**src/rtl/id_exec_pkg.sv**
```systemverilog
package id_exec_pkg;
  localparam int OPC_W = 4;

  localparam logic [OPC_W-1:0] OPC_LW  = 4'b0000;
  localparam logic [OPC_W-1:0] OPC_SW  = 4'b0001;
  localparam logic [OPC_W-1:0] OPC_ADD = 4'b0010;
  localparam logic [OPC_W-1:0] OPC_SUB = 4'b0011;
  localparam logic [OPC_W-1:0] OPC_AND = 4'b0100;
  localparam logic [OPC_W-1:0] OPC_OR  = 4'b0101;
  localparam logic [OPC_W-1:0] OPC_BEQ = 4'b0111;
  localparam logic [OPC_W-1:0] OPC_JMP = 4'b1000;

  typedef enum logic [1:0] {
    ALU_ADD = 2'd0,
    ALU_SUB = 2'd1,
    ALU_AND = 2'd2,
    ALU_OR  = 2'd3
  } alu_op_e;

  typedef struct packed {
    logic    reg_we;
    logic    dst_rd;
    logic    alu_imm;
    logic    mem_we;
    logic    mem_to_reg;
    logic    branch;
    logic    jump;
    alu_op_e alu_op;
  } ctrl_t;
endpackage

```
**src/rtl/id_ctrl.sv**
```systemverilog
module id_ctrl
  import id_exec_pkg::*;
(
  input  logic [OPC_W-1:0] opc_i,
  output ctrl_t            ctrl_o
);
  always_comb begin
    ctrl_o        = '0;
    ctrl_o.alu_op = ALU_ADD;
    case (opc_i)
      OPC_ADD, OPC_SUB, OPC_AND, OPC_OR: begin
        ctrl_o.reg_we = 1'b1;
        ctrl_o.dst_rd = 1'b1;
        case (opc_i)
          OPC_SUB: ctrl_o.alu_op = ALU_SUB;
          OPC_AND: ctrl_o.alu_op = ALU_AND;
          OPC_OR:  ctrl_o.alu_op = ALU_OR;
          default: ctrl_o.alu_op = ALU_ADD;
        endcase
      end
      OPC_LW: begin
        ctrl_o.reg_we     = 1'b1;
        ctrl_o.alu_imm    = 1'b1;
        ctrl_o.mem_to_reg = 1'b1;
      end
      OPC_SW: begin
        ctrl_o.alu_imm = 1'b1;
        ctrl_o.mem_we  = 1'b1;
      end
      OPC_BEQ: begin
        ctrl_o.branch = 1'b1;
        ctrl_o.alu_op = ALU_SUB;
      end
      OPC_JMP: ctrl_o.jump = 1'b1;
      default: ;  // undefined: all enables stay low
    endcase
  end
endmodule

```
**src/rtl/id_sext.sv**
```systemverilog
module id_sext #(
  parameter int IN_W  = 4,
  parameter int OUT_W = 16
) (
  input  logic [IN_W-1:0]  val_i,
  output logic [OUT_W-1:0] val_o
);
  localparam int EXT_W = OUT_W - IN_W;

  generate
    if (EXT_W > 0) begin : g_ext
      assign val_o = {{EXT_W{val_i[IN_W-1]}}, val_i};
    end else begin : g_pass
      assign val_o = val_i[OUT_W-1:0];
    end
  endgenerate
endmodule

```
**src/rtl/id_alu.sv**
```systemverilog
module id_alu
  import id_exec_pkg::*;
#(
  parameter int DATA_W = 16
) (
  input  logic [DATA_W-1:0] a_i,
  input  logic [DATA_W-1:0] b_i,
  input  alu_op_e           op_i,
  output logic [DATA_W-1:0] res_o,
  output logic              zero_o,
  output logic              ovf_o
);
  localparam int MSB = DATA_W - 1;

  logic              is_sub;
  logic [DATA_W-1:0] b_eff;
  logic [DATA_W-1:0] sum;

  // shared adder: subtract as a + ~b + 1
  assign is_sub = (op_i == ALU_SUB);
  assign b_eff  = is_sub ? ~b_i : b_i;
  assign sum    = a_i + b_eff + {{(DATA_W-1){1'b0}}, is_sub};

  always_comb begin
    unique case (op_i)
      ALU_AND: res_o = a_i & b_i;
      ALU_OR:  res_o = a_i | b_i;
      default: res_o = sum;
    endcase
  end

  assign zero_o = (res_o == '0);
  assign ovf_o  = (op_i == ALU_ADD || op_i == ALU_SUB) &&
                  (a_i[MSB] == b_eff[MSB]) && (sum[MSB] != a_i[MSB]);
endmodule

```
**src/rtl/id_exec.sv**
```systemverilog
module id_exec
  import id_exec_pkg::*;
#(
  parameter int DATA_W = 16,
  parameter int RID_W  = 4,
  localparam int JMP_W   = 3 * RID_W,
  localparam int INSTR_W = OPC_W + JMP_W
) (
  input  logic [INSTR_W-1:0] instr_i,
  input  logic [DATA_W-1:0]  rs_val_i,
  input  logic [DATA_W-1:0]  rt_val_i,
  output logic [RID_W-1:0]   rs_id_o,
  output logic [RID_W-1:0]   rt_id_o,
  output logic [RID_W-1:0]   wr_id_o,
  output logic               reg_we_o,
  output logic               dst_rd_o,
  output logic               alu_imm_o,
  output logic               mem_we_o,
  output logic               mem_to_reg_o,
  output logic               branch_o,
  output logic               jump_o,
  output logic               br_taken_o,
  output logic [DATA_W-1:0]  imm_o,
  output logic [JMP_W-1:0]   jmp_off_o,
  output logic [DATA_W-1:0]  alu_res_o,
  output logic               zero_o,
  output logic               ovf_o
);
  logic [OPC_W-1:0]  opc;
  logic [RID_W-1:0]  rd_id;
  logic [DATA_W-1:0] alu_b;
  ctrl_t             ctrl;

  assign opc       = instr_i[INSTR_W-1 -: OPC_W];
  assign rs_id_o   = instr_i[3*RID_W-1 -: RID_W];
  assign rt_id_o   = instr_i[2*RID_W-1 -: RID_W];
  assign rd_id     = instr_i[RID_W-1:0];
  assign jmp_off_o = instr_i[JMP_W-1:0];

  id_ctrl u_ctrl (
    .opc_i  (opc),
    .ctrl_o (ctrl)
  );

  id_sext #(.IN_W(RID_W), .OUT_W(DATA_W)) u_sext (
    .val_i (rd_id),
    .val_o (imm_o)
  );

  assign alu_b = ctrl.alu_imm ? imm_o : rt_val_i;

  id_alu #(.DATA_W(DATA_W)) u_alu (
    .a_i    (rs_val_i),
    .b_i    (alu_b),
    .op_i   (ctrl.alu_op),
    .res_o  (alu_res_o),
    .zero_o (zero_o),
    .ovf_o  (ovf_o)
  );

  assign wr_id_o      = ctrl.dst_rd ? rd_id : rt_id_o;
  assign reg_we_o     = ctrl.reg_we;
  assign dst_rd_o     = ctrl.dst_rd;
  assign alu_imm_o    = ctrl.alu_imm;
  assign mem_we_o     = ctrl.mem_we;
  assign mem_to_reg_o = ctrl.mem_to_reg;
  assign branch_o     = ctrl.branch;
  assign jump_o       = ctrl.jump;
  assign br_taken_o   = ctrl.branch & zero_o;
endmodule

```
**config.mk**
```make
export PLATFORM = sky130hd
export DESIGN_NAME = id_exec
export DESIGN_NICKNAME = d
export VERILOG_FILES = /design/src/rtl/id_exec_pkg.sv /design/src/rtl/id_ctrl.sv /design/src/rtl/id_sext.sv /design/src/rtl/id_alu.sv /design/src/rtl/id_exec.sv
export SDC_FILE = /design/constraint.sdc
export NUM_CORES = 1
export LEC_CHECK = 0
export BUFFER_PORTS_ARGS = -buffer_cell sky130_fd_sc_hd__buf_2
export CELL_PAD_IN_SITES_DETAIL_PLACEMENT = 0
export CELL_PAD_IN_SITES_GLOBAL_PLACEMENT = 2
export CORE_AREA = 2 2 95 97
export DETAILED_ROUTE_END_ITERATION = 16
export DIE_AREA = 0 0 97 99
export GPL_ROUTABILITY_DRIVEN = 1
export PLACE_DENSITY = 0.84
export SLEW_MARGIN = 20
export SYNTH_ARGS = -nofsm -noshare
export SYNTH_HDL_FRONTEND = slang
export SYNTH_HIERARCHICAL = 1
export SYNTH_SLANG_ARGS = --single-unit
export TNS_END_PERCENT = 1
```
**constraint.sdc**
```tcl
create_clock -name vclk -period 20.4
set_input_delay 4.08 -clock vclk [all_inputs]
set_output_delay 4.08 -clock vclk [all_outputs]
set_load 0.05 [all_outputs]
```
==> impl_metrics.yaml <==
floorplanning:
  dieWidth_um: 97
  start_util_pct: 26.5
  dieArea_um2: 9600
  fp.dieH_um: 99
  core_um2: 8550
  rows: 34
  ios: 114
finish:
  final_cell_mix: "buf_2, xnor2_1, nand2_1"
  area_growth_pct: 13.6
  clockBufferCount: 0
  nets: 425
  drive_above_1_share_pct: 39.9
  seq_cell_count: 0
  utilization_pct: 30.1
  layout_commonest_cell: "buf_2"
  ff_latch_area_um2: 0
  n_antenna_cell: 0
sta:
  finalCritPeriodShare_pct: 65.6
  finalHoldViolCount: 0
  setup_ws_ns: 7.01
  slew_headroom_pct: 38.4
  fin_setup_tns_ns: 0
  worstMarginPinSlew_ns: 0.922
  drv_slew: 0
  finalCriticalPeriod_ns: 13.39
  setup_viol: 0
  rsz0062_at_grt: "no"
  timing.fmax_mhz: 74.7
power:
  power_density_nw_per_um2: 59.8
  max-vdd-ir-drop_mv: 0.0258
  p_leak_uw: 0.00122
yosys:
  yosysUniqueCellTypes: 58
  synth.cell_area_um2: 2270
  syn_area_per_cell_um2: 7.57
  synthCells: 300
  synth_nets: 367
  ys_warn_count: 6
  seq_area_frac_synth_pct: 0
critical_path:
  critPathCaptureType: "primary output"
  crit_arrival_ns: 9.31
  crit_path_start_kind: "input pin"
  worstSetupPathType: "input pin to primary output"
  required_ns: 16.32
  path_max_fanout: 28
place:
  io_buffers: 102
  dp_hpwl_um: 5650
  place_ws_ns: 7.02
  gp_congestion: 0.832
hold_path:
  hp-class: "input pin to primary output"
drt:
  routed_via_density: 5.11
  post_drt_wl_per_cell_um: 14.8
  dr.pass1.iters: 4
  drt_iter0_markers: 134
  route.vias.total: 2370
  wl_um: 6870
  drc: 0
  drtAntennaViolNets: 0
grt:
  grt_max_degree: 29
  grt.total_usage_pct: 13.4
  antenna_found_initial: 0
  overflow: 0
  grt_pass1_wl_um: 11000
  grt_pass1_vias: 2174
clock_tree:
  cts_setup_buffers: 0
  cts_resized: 0
  cts_hold_buf: 0
run_status:
  status: "completed"
job:
  drv_cap: 0
## path summary, 6_finish.rpt
kind	start	to	slack, ns	cells past startpoint
hold / removal	instr_i[8]	jmp_off_o[8]	8.16	0
setup / recovery	instr_i[14]	br_taken_o	7.01	17
## worst max-delay path, cell delays in order
cell and delay [ns]:
buf_2 0.19, nor3b_2 0.19, buf_4 0.31, inv_1 0.29, nand2_1 0.76, xnor2_1 0.25, fa_1 0.49, a21o_1 0.20
a211o_1 0.35, a21o_1 0.19, a211oi_1 0.26, o2111ai_1 0.12, or4_1 0.43, or4b_1 0.50, nor4_2 0.25, and2_1 0.17
buf_2 0.25
## per-stage QoR
stage	area, µm²	hold WS, ns	power, µW	instances
2_1_floorplan	2270	8.25	127	300
3_3_place_gp	2580	8.16	154	464
3_5_place_dp	2580	8.16	154	464
4_1_cts	2580	8.16	155	464
5_1_grt	2580	8.16	165	464
6_report	2580	8.16	154	464
## power by group
part | internal [µW] | switching, µW | total, µW
sequential | 0 | 0 | 0
clock | 0 | 0 | 0
combinational | 48.4 | 106 | 154
total | 48.4 | 106 | 154
## kinds of logic (layout without fill, tap and decap cells)
| group | after synthesis | in the layout | synth area share, % |
|---|---|---|---|
| simple gates | 78 | 78 | 18.7 |
| xor+xnor | 23 | 23 | 8.88 |
| buf+inv | 59 | 115 | 18.0 |
| compound gates | 91 | 91 | 27.6 |
| mux | 22 | 22 | 12.5 |
| fa+ha+maj | 27 | 27 | 14.3 |
## per-layer routing
| layer | share of wire [%] | track usage (%) | vias to the layer above |
|---|---|---|---|
| met5 | 0 | 0 | - |
| met4 | 0.36 | 1.08 | 0 |
| met3 | 4.3 | 1.21 | 3 |
| met2 | 49 | 23.7 | 66 |
| met1 | 46 | 18.4 | 1111 |
| li1 | - | - | 1190 |
## cell usage after synthesis (3+ instances only)
| cell type | number | area share [%] |
|---|---|---|
| mux2_4 | 10 | 6.6 |
| o21ai_0 | 16 | 3.5 |
| clkbuf_1 | 6 | 0.99 |
| nand4_1 | 3 | 0.83 |
| a31oi_1 | 4 | 1.1 |
| nand3_1 | 4 | 0.88 |
| inv_1 | 10 | 1.7 |
| xnor2_1 | 22 | 8.5 |
| mux2_2 | 11 | 5.5 |
| a21oi_1 | 20 | 4.4 |
| nor2_1 | 16 | 2.6 |
| a21o_1 | 12 | 4.0 |
| a211o_1 | 3 | 1.2 |
| and2_1 | 4 | 1.1 |
| and3_1 | 4 | 1.1 |
| ha_1 | 18 | 9.9 |
| a2111o_1 | 3 | 1.5 |
| o22ai_1 | 5 | 1.4 |
| buf_6 | 4 | 2.0 |
| maj3_1 | 8 | 3.5 |
| a211oi_1 | 6 | 2.0 |
| nor3_1 | 4 | 0.88 |
| nand2_1 | 21 | 3.5 |
| a221oi_1 | 4 | 1.5 |
| nand2b_1 | 3 | 0.83 |
| buf_4 | 37 | 12 |
| or3_1 | 3 | 0.83 |
## area by class of cell
cell class                 count  area [µm²]
timing repair buffer         105         533
multi-input combinational    241        1870
inverter                      10        37.5
fill                         928        5970
tap                          108         135
No activity file was read; power rests on OpenSTA's default activity.
